$ cat src/rtl/pulse_pkg.sv
package pulse_pkg;
  localparam int PERIOD_W   = 11;
  localparam int STEP_W     = 3;
  localparam int VOL_W      = 4;
  localparam int MIN_PERIOD = 8;

  typedef enum logic [1:0] {
    SEL_CTRL  = 2'd0,
    SEL_SWEEP = 2'd1,
    SEL_PLO   = 2'd2,
    SEL_PHI   = 2'd3
  } reg_sel_e;

  function automatic logic duty_bit(input logic [1:0] duty, input logic [STEP_W-1:0] step);
    case (duty)
      2'd0:    duty_bit = (step == 3'd7);
      2'd1:    duty_bit = (step >= 3'd6);
      2'd2:    duty_bit = (step >= 3'd4);
      default: duty_bit = (step <  3'd6);
    endcase
  endfunction
endpackage

$ cat src/rtl/pulse_regs.sv
module pulse_regs
  import pulse_pkg::*;
#(
  parameter int PW = PERIOD_W
) (
  input  logic          clk,
  input  logic          rst_n,
  input  logic          wr_en,
  input  logic [1:0]    wr_addr,
  input  logic [7:0]    wr_data,
  output logic [1:0]    duty,
  output logic [PW-1:0] period,
  output logic          restart
);
  localparam int HI_W = PW - 8;

  always_ff @(posedge clk) begin
    if (!rst_n) begin
      duty   <= '0;
      period <= '0;
    end else if (wr_en) begin
      case (reg_sel_e'(wr_addr))
        SEL_CTRL: duty <= wr_data[7:6];
        SEL_PLO:  period[7:0] <= wr_data;
        SEL_PHI:  period[PW-1:8] <= wr_data[HI_W-1:0];
        default:  ;
      endcase
    end
  end

  assign restart = wr_en && (reg_sel_e'(wr_addr) == SEL_PHI);

  p_sweep_ignored_r10: assert property (@(posedge clk) disable iff (!rst_n)
    (wr_en && wr_addr == 2'd1) |=> ($stable(period) && $stable(duty)));
endmodule

$ cat src/rtl/pulse_timer.sv
module pulse_timer
  import pulse_pkg::*;
#(
  parameter int PW = PERIOD_W
) (
  input  logic          clk,
  input  logic          rst_n,
  input  logic          apu_ce,
  input  logic [PW-1:0] period,
  output logic          advance
);
  logic [PW-1:0] cnt;

  assign advance = apu_ce && (cnt == '0);

  always_ff @(posedge clk) begin
    if (!rst_n)        cnt <= '0;
    else if (advance)  cnt <= period;
    else if (apu_ce)   cnt <= cnt - 1'b1;
  end

  p_timer_hold_r2: assert property (@(posedge clk) disable iff (!rst_n)
    !apu_ce |=> $stable(cnt));
  p_timer_reload_r2: assert property (@(posedge clk) disable iff (!rst_n)
    (apu_ce && cnt == '0) |=> (cnt == $past(period)));
endmodule

$ cat src/rtl/pulse_seq.sv
module pulse_seq
  import pulse_pkg::*;
#(
  parameter int SW = STEP_W
) (
  input  logic       clk,
  input  logic       rst_n,
  input  logic       advance,
  input  logic       restart,
  input  logic [1:0] duty,
  output logic       seq_bit
);
  logic [SW-1:0] step;

  always_ff @(posedge clk) begin
    if (!rst_n)       step <= '0;
    else if (restart) step <= '0;
    else if (advance) step <= step - 1'b1;
  end

  assign seq_bit = duty_bit(duty, step);

  p_step_down_r3: assert property (@(posedge clk) disable iff (!rst_n)
    (advance && !restart) |=> (step == SW'($past(step) - 1'b1)));
  p_restart_r6: assert property (@(posedge clk) disable iff (!rst_n)
    restart |=> (step == '0));
  p_step_hold_r5: assert property (@(posedge clk) disable iff (!rst_n)
    (!advance && !restart) |=> $stable(step));
endmodule

$ cat src/rtl/pulse_channel.sv
module pulse_channel
  import pulse_pkg::*;
#(
  parameter int PW   = PERIOD_W,
  parameter int VW   = VOL_W,
  parameter int MINP = MIN_PERIOD
) (
  input  logic          clk,
  input  logic          rst_n,
  input  logic          apu_ce,
  input  logic          wr_en,
  input  logic [1:0]    wr_addr,
  input  logic [7:0]    wr_data,
  input  logic [VW-1:0] vol_in,
  input  logic          len_nz,
  input  logic          sweep_mute,
  output logic [VW-1:0] sample,
  output logic          env_restart,
  output logic          len_load,
  output logic [4:0]    len_index
);
  logic [1:0]    duty;
  logic [PW-1:0] period;
  logic          restart;
  logic          advance;
  logic          seq_bit;
  logic          audible;

  pulse_regs #(.PW(PW)) u_regs (
    .clk(clk), .rst_n(rst_n), .wr_en(wr_en), .wr_addr(wr_addr),
    .wr_data(wr_data), .duty(duty), .period(period), .restart(restart)
  );

  pulse_timer #(.PW(PW)) u_timer (
    .clk(clk), .rst_n(rst_n), .apu_ce(apu_ce), .period(period), .advance(advance)
  );

  pulse_seq #(.SW(STEP_W)) u_seq (
    .clk(clk), .rst_n(rst_n), .advance(advance), .restart(restart),
    .duty(duty), .seq_bit(seq_bit)
  );

  assign audible     = seq_bit && !sweep_mute && len_nz && (period >= PW'(MINP));
  assign sample      = audible ? vol_in : '0;
  assign env_restart = restart;
  assign len_load    = restart;
  assign len_index   = wr_data[7:3];

  p_gate_r8: assert property (@(posedge clk) disable iff (!rst_n)
    (sweep_mute || !len_nz || period < PW'(MINP)) |-> (sample == '0));
  p_reset_r1: assert property (@(posedge clk)
    !rst_n |=> (sample == '0));
endmodule

$ cat config.mk
export PLATFORM = sky130hd
export DESIGN_NAME = pulse_channel
export DESIGN_NICKNAME = d
export VERILOG_FILES = /design/src/rtl/pulse_pkg.sv /design/src/rtl/pulse_regs.sv /design/src/rtl/pulse_timer.sv /design/src/rtl/pulse_seq.sv /design/src/rtl/pulse_channel.sv
export SDC_FILE = /design/constraint.sdc
export NUM_CORES = 1
export LEC_CHECK = 0
export CORE_AREA = 10 10 57 82
export CTS_CLUSTER_SIZE = 16
export DETAILED_ROUTE_END_ITERATION = 8
export DIE_AREA = 0 0 67 92
export DONT_BUFFER_PORTS = 1
export PLACE_DENSITY_LB_ADDON = 0.15
export SYNTH_ARGS = -nofsm -noshare
export SYNTH_HDL_FRONTEND = slang
export SYNTH_SLANG_ARGS = --single-unit
$ cat constraint.sdc
create_clock -name clk -period 2.1 [get_ports clk]
set_input_delay 0.42 -clock clk [delete_from_list [all_inputs] [get_ports clk]]
set_output_delay 0.42 -clock clk [all_outputs]
set_load 0.01 [all_outputs]
; Yosys cells after proc, flatten, opt, wreduce, memory -nomap -nowiden
; Index checks and enable logic that the tools add are counted.
[totals]
regBits = 27
output_inout_bits = 11
in_bits = 20
elab_cells = 35
[op_classes]
n_eq_ne = 5
n_addsub = 2
n_bitwise = 1
n_mux = 4
reduce_logical = 14
n_lt_le_gt_ge = 4
[op_table]
columns = operator, n
row1 = $mux W11, 2
row2 = $ge A11 B4 Y1 const B, 1
row3 = $logic_not A11 Y1, 1
row4 = $sub A11 B1 Y11 const B, 1
row5 = $eq A2 B2 Y1 const B, 3
row6 = $ge A3 B3 Y1 const B, 2
row7 = $reduce_and A2 Y1, 3
row8 = $logic_and A1 B1 Y1, 5
row9 = $logic_not A2 Y1, 2
row10 = $mux W4, 1
row11 = $eq A3 B3 Y1 const B, 1
row12 = $lt A3 B3 Y1 const B, 1
row13 = $pmux W1 S3, 1
row14 = $sub A3 B1 Y3 const B, 1
row15 = $eq A2 B1 Y1 const B, 1
row16 = $reduce_bool A2 Y1, 1
row17 = $reduce_or A2 Y1, 1
row18 = $logic_not A1 Y1, 1
row19 = $not A1 Y1, 1

; Longest topological paths before layout
; Gate-level depths: netlist (run 1).
[logic_depth]
ltp_word = 6
depth_mapped = 7
ltp_nobuf = 6

; Modules after synthesis
; Synthesis (run 1) repeated with hierarchy kept, for this count alone.
[hier_totals]
hier_cells = 175
hier_area_um2 = 1547.7
[modules_own_cells]
columns = module, cells_per_inst, area_per_inst_um2, n_inst
row1 = pulse_timer, 84, 703.2, 1
row2 = pulse_regs, 54, 520.5, 1
row3 = pulse_seq, 21, 198.9, 1
row4 = pulse_channel, 16, 125.1, 1

; Least setup slack after synthesis (run 1)
; OpenSTA, ideal clock, no wires.
[synth_path]
kind = reg2reg
start = reg u_timer.cnt[0]
end = reg u_timer.cnt[7]
t_required_ns = 2.009
path_buffers = 1
period_less_slack_ns = 1.694
setup_time_ns = 0.091
arrival_time_ns = 1.603
stages_incl_launch_ff = 8
slack_ns = 0.406
path_cell_list = dfxtp_1 inv_1 ha_1 or4b_1 clkbuf_1 mux2_2 a21oi_1 a311oi_1
[synth_between]
elab_chain_len = 3
word_cells_on_any_way = 6
cone_classes = add/sub (1) / mux (2) / reduce/logical (3)
[synth_lines]
columns = element, line_no
row1 = start: declaration, pulse_timer.sv:12  ; logic [PW-1:0] cnt;
row2 = start signal: assignment, pulse_timer.sv:18  ; else if (advance) cnt <= period;
row3 = start signal: assignment, pulse_timer.sv:19  ; else if (apu_ce) cnt <= cnt - 1'b1;
row4 = $sub A11 B1 Y11 or $logic_not A11 Y1 (tied branches), "pulse_timer.sv:19, pulse_timer.sv:14"
row5 = $mux W11 or $logic_and A1 B1 Y1 (tied branches), "pulse_timer.sv:19, pulse_timer.sv:14"
row6 = $mux W11 or $reduce_bool A2 Y1 (tied branches), n/a
; Several ways; a longest one is shown, not always the timed one. The select of a mux whose other input is x is not followed.
; A chain may end at the register's enable or synchronous reset.

; Final worst setup path (run 1)
[layout_path]
start = reg u_regs.period[8]
end = out sample[3]
[layout_between]
elab_chain_len = 3
[layout_lines]
columns = element, line_no
row1 = start: declaration, pulse_regs.sv:12  ; output logic [PW-1:0] period,
row2 = start signal: indexed assignment, pulse_regs.sv:25  ; SEL_PHI: period[PW-1:8] <= wr_data[HI_W-1:0];
row3 = $ge A11 B4 Y1, pulse_channel.sv:43  ; assign audible = seq_bit && !sweep_mute && len_nz && (period >= PW'(MINP));
row4 = $logic_and A1 B1 Y1, pulse_channel.sv:43
row5 = $mux W4, pulse_channel.sv:44  ; assign sample = audible ? vol_in : '0;
row6 = end: declaration, pulse_channel.sv:17  ; output logic [VW-1:0] sample,
; No other way between the ends.

==> results of run 1 <==
## sequential cells by signal (all words and copies together), names as in the netlist
name and flops:
u_regs.duty 2, u_timer.cnt 11, u_regs.period 11, u_seq.step 3
## worst reg2reg max path, delay by kind of cell, from the launching register on
family	cells	cell delay, ns
mux	1	0.27
buf+inv	1	0.10
compound gates	2	0.28
fa+ha+maj	1	0.21
simple gates	1	0.55
flops	1	0.35
## final cells by class
cell class              count  area, um^2
clock buffers               3        41.3
clock inverters             1        5.00
fillers                   318        1700
inverters                  16        60.1
multi-input cells         121         873
flip-flops and latches     27         544
well taps                  42        52.6
repair buffers              1        7.51
## placed cells by master, fill, tap and decap left out, drive strengths merged, types with 2 or more instances in the layout
master   count
dfxtp       27
a21oi        7
nor2        24
ha           5
inv         15
nand2        6
nand3b       2
nor3         2
o211ai       2
nand4        2
nor4         4
nor4b        2
a2111oi      2
nand2b       2
clkbuf       3
nand3        6
mux2i       18
nor3b        3
o21ai       14
clkinv       2
## kinds of logic after synthesis
logic type | after synthesis | synth area share [%]
XOR/XNOR | 1 | 0.565
AO/OA/AOI/OAI | 34 | 13.6
AND/OR/NAND/NOR | 62 | 24.7
multiplexers | 19 | 12.3
flip-flops | 27 | 34.9
buffers and inverters | 28 | 9.85
adder cells (fa/ha/maj) | 5 | 4.04
## through the flow
step                      setup WS, ns  instance area (um^2)  util, %  std cells
after floorplan                  0.406                  1550        -        176
after global placement           0.299                  1520     46.2        207
after detailed placement         0.266                  1520     46.2        207
after CTS                       0.0303                  1560     47.6        211
after global routing            0.0175                  1580     48.2        211
final                            0.147                  1580     48.2        211
## path summary, 6_finish.rpt
kind                                       from                             to  slack [ns]  depth (start not counted)
setup / recovery  u_regs.period[8]$_SDFFE_PN0P_                      sample[3]        0.15                          4
hold / removal                           apu_ce    u_timer.cnt[9]$_SDFFE_PN0P_        0.24                          1
setup reg to reg    u_timer.cnt[0]$_SDFFE_PN0P_    u_timer.cnt[7]$_SDFFE_PN0P_        0.25                          6
hold reg to reg   u_regs.period[2]$_SDFFE_PN0P_  u_regs.period[2]$_SDFFE_PN0P_        0.51                          2
## power by group through the flow
| stage | clock (mW) | sequential (mW) | combinational (mW) |
|---|---|---|---|
| finish | 0.296 | 0.785 | 0.925 |
| detailed placement | 0 | 0.795 | 0.911 |
| global placement | 0 | 0.790 | 0.898 |
| CTS | 0.306 | 0.782 | 0.924 |
| floorplan | 0 | 0.744 | 0.799 |
| global route | 0.331 | 0.802 | 1.04 |
## timing repair
action	CTS	global route
setup endpoints to repair	4	4
endpoints found under the hold margin	0	0
setup buffers	0	0
pin swaps	0	2
gates resized for setup	1	9
## routing by layer
metal | vias up | part of all wire (%) | track usage (%)
li1 | 605 | - | -
met1 | 598 | 37 | 13.4
met2 | 42 | 53 | 21.4
met3 | 6 | 8.2 | 4.26
met4 | 0 | 1.4 | 4.81
met5 | - | 0 | 0
==> impl_metrics.csv, run 1 <==
group,metric,value,unit
logic_synthesis,yosysMostFrequentCell,"dfxtp_1",
logic_synthesis,avgSynthCellArea,8.81,um^2
sta,hold_viol_final,0,
floorplan,core_area,3290,um^2
finish,area_growth,2.18,%
sta,fin_worst_skew,0.00330,ns
power_and_ir_drop,swShare,40.1,%
drt,post_drt_wl_per_cell,17.0,um
grt,grt_max_degree,18,
outcome,status,"finished clean",
sta,setup_viol,0,
floorplan,rows,26,
grt,grt_pass1_wl,6210,um
power_and_ir_drop,intPower,1.20,mW
power_and_ir_drop,clkPwrFrac,14.8,%
power_and_ir_drop,p_leak,0.713,nW
setup_path,critPathRequiredTime,1.68,ns
logic_synthesis,yosys_most_used_dff,"dfxtp_1",
clock_tree,root_buffer,"clkbuf_8",
finish,n_antenna_cell,0,
sta,period_share,93.0,%
clock_tree,hold_buffers,0,
sta,min_period,1.95,ns
clock_tree,cts_buffers,3,
logic_synthesis,synth_area_leaders,"dfxtp_1 35%, mux2i_1 12%, nor2_1 5.8%",
clock_tree,cts_max_path_buffers,2,
power_and_ir_drop,pwr_density_cell,1270,nW/um^2
grt,grt_pass1_vias,1268,
logic_synthesis,synth_common_cells,"27 x dfxtp_1, 24 x nor2_1, 18 x mux2i_1",
sta,max_freq,512,MHz
power_and_ir_drop,power.total,2.01,mW
logic_synthesis,yosysSeqAreaShare,34.9,%
drt,drt_iter0_drc,36,
logic_synthesis,yosys.area.top_type,"dfxtp_1",
placed_design,hpwl,2820,um
logic_synthesis,syn_nets,201,
setup_path,startpoint_type,"register",
floorplan,die_x,67,um
placed_design,portBuffers,0,
power_and_ir_drop,p_sw,0.805,mW
logic_synthesis,synth_top_area_share,34.9,%
sta,max_slew_margin,63.7,%
sta,fin_tns_setup,0,ns
drt,postRouteAntennaNets,0,
finish,nNetsFinal,195,
floorplan,pin_count,31,
logic_synthesis,async_reset_ff_share,0,%
grt,grtUsageTotal,12.5,%
sta,worst_slew_pin_slew,0.543,ns
setup_path,cp_num_buf_inv,0,
setup_path,end_kind,"primary output",
logic_synthesis,synth_edf_count,0,
sta,hold-worst-slack,0.236,ns
clock_tree,insertion_delay,0.27,ns
drt,routed_wl,3590,um
job,cap_viol_max_count,0,
floorplan,initial_utilization,47.2,%
floorplan,die_area,6160,um^2
drt,via_per_inst,5.93,
sta,rsz0062_at_grt,"no",
clock_tree,cts_tree,"built",
power_and_ir_drop,ir_drop,0.558,mV
grt,grt_overflow,0,
drt,via_count,1251,
setup_path,crit_type,"reg -> out",
grt,antenna_found_initial,0,
finish,drive_above_1_share,14.2,%
logic_synthesis,syn_inst,176,
logic_synthesis,synth_cell_types,47,
drt,drc_errors,0,
setup_path,path_cells,"nor4_1 -> a2111oi_2 -> o21ai_1 -> nor2_2",
setup_path,critPathTopFamily,"simple AND/OR/NAND/NOR gates",
placed_design,gp_congestion,0.887,
setup_path,cp.arrival,1.53,ns
setup_path,worstPathMaxFanout,4,
clock_tree,htree_levels,1,
drt,first_pass_iters,4,
worst_hold_path,hp-class,"in -> reg",
power_and_ir_drop,p_seq_share,39.1,%
setup_path,cpPeakStageDelay,0.40,ns
floorplan,die_height,92,um
sta,slew_viol_final,0,
logic_synthesis,yosys_warnings,0,
clock_tree,clock_sinks,27,
clock_tree,clkTransAtPathRegs,0.09,ns
logic_synthesis,syn_area,1550,um^2
power_and_ir_drop,combPwrFrac,46.1,%
setup_path,crit_slowest_cell,"nor4_1",
logic_synthesis,ys_ff_latch,27,
No activity file was read; power rests on OpenSTA's default activity.
==> run 2, diff against run 1 <==
--- a/config.mk
+++ b/config.mk
@@ -5,6 +5,7 @@
 export SDC_FILE = /design/constraint.sdc
 export NUM_CORES = 1
 export LEC_CHECK = 0
+export ABC_AREA = 1
 export CORE_AREA = 10 10 57 82
 export CTS_CLUSTER_SIZE = 16
 export DETAILED_ROUTE_END_ITERATION = 8
==> impl_metrics.csv, run 2 <==
group,metric,value,unit
power_and_ir_drop,clkPwrFrac,20.0,%
job,cap_viol_max_count,0,
power_and_ir_drop,combPwrFrac,38.4,%
power_and_ir_drop,pwr_density_cell,962,nW/um^2
logic_synthesis,yosys_warnings,0,
grt,grt_pass1_vias,1360,
logic_synthesis,synth_edf_count,0,
finish,nNetsFinal,258,
logic_synthesis,syn_inst,239,
placed_design,gp_congestion,0.825,
grt,antenna_found_initial,0,
logic_synthesis,async_reset_ff_share,0,%
power_and_ir_drop,power.total,1.55,mW
setup_path,startpoint,"u_seq.step[1]$_SDFFE_PP0P_",
floorplan,die_area,6160,um^2
grt,grt_pass1_wl,6170,um
floorplan,die_x,67,um
logic_synthesis,ys_ff_latch,27,
setup_path,end_kind,"primary output",
grt,grtUsageTotal,12.5,%
outcome,status,"finished clean",
sta,max_slew_margin,72.7,%
setup_path,critPathRequiredTime,1.68,ns
sta,fin_tns_setup,0,ns
clock_tree,insertion_delay,0.28,ns
setup_path,cp.arrival,1.41,ns
sta,rsz0062_at_grt,"no",
logic_synthesis,yosysSeqAreaShare,34.2,%
sta,setup_viol,0,
clock_tree,postCtsSetupBuffers,0,
drt,postRouteAntennaNets,0,
drt,drt_iter0_drc,40,
power_and_ir_drop,intPower,0.935,mW
finish,area_growth,1.74,%
placed_design,portBuffers,0,
finish,n_antenna_cell,0,
clock_tree,cts_tree,"built",
clock_tree,clkTransAtPathRegs,0.10,ns
sta,fin_worst_skew,0.00497,ns
setup_path,worstPathMaxFanout,4,
sta,hold-worst-slack,0.217,ns
placed_design,hpwl,2870,um
sta,period_share,87.3,%
floorplan,die_height,92,um
power_and_ir_drop,swShare,39.6,%
setup_path,crit-reg2reg-launch,"u_timer.cnt[0]$_SDFFE_PN0P_",
logic_synthesis,synth_common_cells,"42 x nand2_1, 39 x inv_1, 27 x dfxtp_1",
sta,hold_viol_final,0,
logic_synthesis,yosys.area.top_type,"dfxtp_1",
floorplan,initial_utilization,48.1,%
grt,grtUsageMet1,13.2,%
power_and_ir_drop,ir_drop,0.496,mV
logic_synthesis,yosys_most_used_dff,"dfxtp_1",
clock_tree,cts_max_path_buffers,2,
grt,grt-busiest-layer,"met2",
setup_path,crit_type,"reg -> out",
clock_tree,root_buffer,"clkbuf_8",
power_and_ir_drop,p_sw,0.614,mW
drt,routed_wl,3560,um
grt,grt_overflow,0,
floorplan,core_area,3290,um^2
logic_synthesis,synth_area_leaders,"dfxtp_1 34%, nand2_1 10%, inv_1 9.3%",
logic_synthesis,synth_top_area_share,34.2,%
logic_synthesis,avgSynthCellArea,6.62,um^2
power_and_ir_drop,p_leak,0.752,nW
floorplan,rows,26,
finish,layout_commonest_cell,"nand2_1",
worst_hold_path,hp-class,"in -> reg",
drt,via_per_inst,5.05,
logic_synthesis,syn_nets,264,
drt,first_pass_iters,4,
logic_synthesis,syn_area,1580,um^2
finish,utilization,49.0,%
clock_tree,htree_levels,1,
clock_tree,cts_resized,0,
grt,use_met2,21.7,%
logic_synthesis,yosysMostFrequentCell,"nand2_1",
floorplan,pin_count,31,
power_and_ir_drop,p_seq_share,41.6,%
sta,worst_slew_pin_slew,0.410,ns
grt,grt_max_degree,17,
clock_tree,hold_buffers,0,
finish,final_cell_mix,"42 x nand2_1, 39 x inv_1, 27 x dfxtp_1",
sta,max_freq,545,MHz
drt,post_drt_wl_per_cell,13.0,um
finish,reg.largest.list,"u_regs.period x11, u_timer.cnt x11, u_seq.step x3",
clock_tree,clock_sinks,27,
sta,slew_viol_final,0,
worst_hold_path,min-delay-start,"apu_ce",
clock_tree,cts_buffers,3,
sta,min_period,1.83,ns
drt,via_count,1383,
finish,drive_above_1_share,7.33,%
setup_path,startpoint_type,"register",
grt,grt_util_met3,4.38,%
drt,drc_errors,0,
logic_synthesis,synth_cell_types,26,
==> run 2: changes by cell type after synthesis, moves of 4 or more <==
cell / delta
nand2_1: +36
inv_1: +24
mux2i_1: -18
nand3_1: +17
a21oi_1: +14
nor2_4: +4
o21ai_0: +4
==> run 2: worst max-delay path, cell delays in order (launching register included) <==
cell and delay [ns]:
dfxtp_1 0.37, inv_1 0.10, o21ai_0 0.14, o311ai_0 0.15, nand2_1 0.08, nand2_1 0.09
nor2_1 0.22
==> run 2: routing by layer <==
layer  share of wire [%]  routed length, um
met5                   0                  0
met4                 1.6                 58
met2                  51               1800
met1                  41               1460
met3                 6.5                231
==> run 2: path summary, 6_finish.rpt <==
path / to / slack [ns] / depth (start not counted)
setup / recovery: sample[0] / 0.27 / 6
hold / removal: u_timer.cnt[0]$_SDFFE_PN0P_ / 0.22 / 1
setup reg to reg: u_timer.cnt[6]$_SDFFE_PN0P_ / 0.56 / 9
hold reg to reg: u_regs.period[1]$_SDFFE_PN0P_ / 0.47 / 2
==> run 2: final cells by class <==
class | count | area [um^2]
Tap cell | 42 | 52.6
Clock inverter | 1 | 7.51
Multi-Input combinational cell | 160 | 813
Clock buffer | 3 | 41.3
Inverter | 41 | 154
Sequential cell | 27 | 541
Fill cell | 361 | 1680
==> run 2: through the flow <==
step                area [um^2]  cells  worst slack, ns
global route               1610    274           0.0709
CTS                        1610    274            0.245
finish                     1610    274            0.266
floorplan                  1580    239            0.685
detailed placement         1560    270            0.561
global placement           1560    270            0.561
==> run 2: power groups by stage <==
stage,logic (mW),clock network (mW),registers (mW)
CTS,0.602,0.317,0.645
global route,0.703,0.337,0.653
global placement,0.597,0,0.657
floorplan,0.526,0,0.640
detailed placement,0.598,0,0.657
finish,0.594,0.310,0.644
==> run 2: cells by family (layout without fill, tap and decap cells) <==
| kind of cell | count (synthesis) | in the layout | share of synthesized area (%) |
|---|---|---|---|
| buffers and inverters | 52 | 45 | 14.4 |
| AO/OA/AOI/OAI | 48 | 48 | 16.2 |
| flip-flops | 27 | 27 | 34.2 |
| AND/OR/NAND/NOR | 107 | 107 | 31.2 |
| adder cells (fa/ha/maj) | 5 | 5 | 3.96 |
==> run 3, diff against run 2 <==
--- a/config.mk
+++ b/config.mk
@@ -11,7 +11,7 @@
 export DETAILED_ROUTE_END_ITERATION = 8
 export DIE_AREA = 0 0 67 92
 export DONT_BUFFER_PORTS = 1
-export PLACE_DENSITY_LB_ADDON = 0.15
+export GPL_ROUTABILITY_DRIVEN = 0
 export SYNTH_ARGS = -nofsm -noshare
 export SYNTH_HDL_FRONTEND = slang
 export SYNTH_SLANG_ARGS = --single-unit
==> impl_metrics.csv, run 3 (synthesis gave the netlist of run 2 again) <==
group,metric,value,unit
outcome,status,"finished clean",
power_and_ir_drop,power.total,1.53,mW
clock_tree,clkTransAtPathRegs,0.09,ns
sta,fin_tns_setup,0,ns
finish,fillers,359,
placed_design,postPlaceCellArea,1560,um^2
grt,grt_overflow,0,
finish,utilization,48.9,%
drt,via_per_inst,5.04,
clock_tree,htree_levels,1,
finish,fin_area,1610,um^2
setup_path,critPathTopFamily,"simple AND/OR/NAND/NOR gates",
clock_tree,root_buffer,"clkbuf_8",
finish,n_antenna_cell,0,
setup_path,cp.arrival,1.46,ns
setup_path,startpoint,"u_seq.step[0]$_SDFFE_PP0P_",
finish,layout_commonest_cell,"nand2_1",
setup_path,cp_common_cell,"nand2_1",
clock_tree,cts_max_path_buffers,2,
floorplan,die_height,92,um
sta,slew_viol_final,0,
drt,postRouteAntennaNets,0,
sta,fin_ws,0.221,ns
sta,fin_worst_skew,0.00401,ns
clock_tree,insertion_delay,0.27,ns
clock_tree,cts_buffers,3,
setup_path,crit-reg2reg-launch,"u_timer.cnt[0]$_SDFFE_PN0P_",
grt,grt_util_met3,4.02,%
power_and_ir_drop,p_leak,0.753,nW
setup_path,critPathRequiredTime,1.68,ns
finish,area_growth,1.50,%
floorplan,initial_utilization,48.1,%
sta,hold_viol_final,0,
clock_tree,cts_resized,0,
setup_path,cp_num_buf_inv,0,
setup_path,path_cells,"ha_1 -> o311ai_0 -> nand2_1 -> nand2_1 -> nor2_1",
grt,grt_pass1_wl,6510,um
drt,routed_wl,3520,um
clock_tree,cts_tree,"built",
grt,grt_pass1_vias,1512,
power_and_ir_drop,pwr_density_cell,955,nW/um^2
setup_path,startpoint_type,"register",
floorplan,rows,26,
finish,instances_no_fill,274,
setup_path,crit_type,"reg -> out",
grt,grt_max_degree,17,
clock_tree,hold_buffers,0,
power_and_ir_drop,ir_drop,0.456,mV
finish,reg.largest.list,"u_regs.period x11, u_timer.cnt x11, u_seq.step x3",
placed_design,hpwl,2830,um
clock_tree,postCtsSetupBuffers,0,
setup_path,cpPeakStageDelay,0.33,ns
sta,period_share,89.5,%
grt,grt-busiest-layer,"met2",
placed_design,portBuffers,0,
drt,drc_errors,0,
sta,hold-worst-slack,0.232,ns
floorplan,core_area,3290,um^2
drt,first_pass_iters,4,
worst_hold_path,min-delay-start,"apu_ce",
setup_path,worstPathMaxFanout,4,
setup_path,end_kind,"primary output",
grt,use_met2,22.9,%
setup_path,crit_slowest_cell,"dfxtp_1",
placed_design,pre_cts_ws,0.489,ns
sta,max_freq,532,MHz
finish,final_cell_mix,"42 x nand2_1, 39 x inv_1, 27 x dfxtp_1",
finish,drive_above_1_share,6.90,%
clock_tree,clock_sinks,27,
sta,worst_slew_pin_slew,0.398,ns
drt,via_count,1380,
drt,post_drt_wl_per_cell,12.8,um
sta,max_slew_margin,73.5,%
grt,grtUsageTotal,12.8,%
finish,nNetsFinal,258,
job,cap_viol_max_count,0,
drt,drt_iter0_drc,42,
grt,grtUsageMet1,13.5,%
floorplan,die_x,67,um
worst_hold_path,hp-class,"in -> reg",
grt,antenna_found_initial,0,
placed_design,place_inst,270,
sta,rsz0062_at_grt,"no",
sta,setup_viol,0,
sta,min_period,1.88,ns
floorplan,die_area,6160,um^2
floorplan,pin_count,31,
[run 3: cell types whose count changed in the layout (fill, tap and decap cells not counted), sizes merged]
cell | previous run | this run
clkbuf | 3 | 4
clkinvlp | 1 | 0
[run 3: power by group]
group,internal [mW],switching (mW),total [mW]
combinational,0.219,0.375,0.594
sequential,0.581,0.0628,0.643
clock,0.136,0.159,0.295
total,0.936,0.597,1.53
[run 3: area by class of cell]
type	count	area [um^2]	area share, %
sequential	27	541	33.7
clock buffer	4	45.0	2.81
inverter	41	154	9.59
tap	42	52.6	3.27
multi-input combinational	160	813	50.7
[run 3: worst register-to-register path, delay by kind of cell, from the launching register on]
kind / cells / cell delay (ns)
AO/OA/AOI/OAI: 1 / 0.05
adder cells (fa/ha/maj): 1 / 0.17
AND/OR/NAND/NOR: 5 / 0.58
flip-flops: 1 / 0.34
buffers and inverters: 2 / 0.30
[run 3: worst paths after layout]
check,endpoint,slack [ns],depth (start not counted)
hold reg to reg,u_regs.period[2]$_SDFFE_PN0P_,0.46,2
setup reg to reg,u_timer.cnt[6]$_SDFFE_PN0P_,0.55,9
setup / recovery,sample[3],0.22,5
hold / removal,u_timer.cnt[0]$_SDFFE_PN0P_,0.23,1
[run 3: per-layer routing]
layer / wire (um) / vias to the layer above / part of all wire, %
met3: 223 / 5 / 6.3
met4: 38 / 0 / 1.1
met5: 0 / - / 0
met2: 1770 / 33 / 50
li1: - / 744 / -
met1: 1490 / 598 / 42
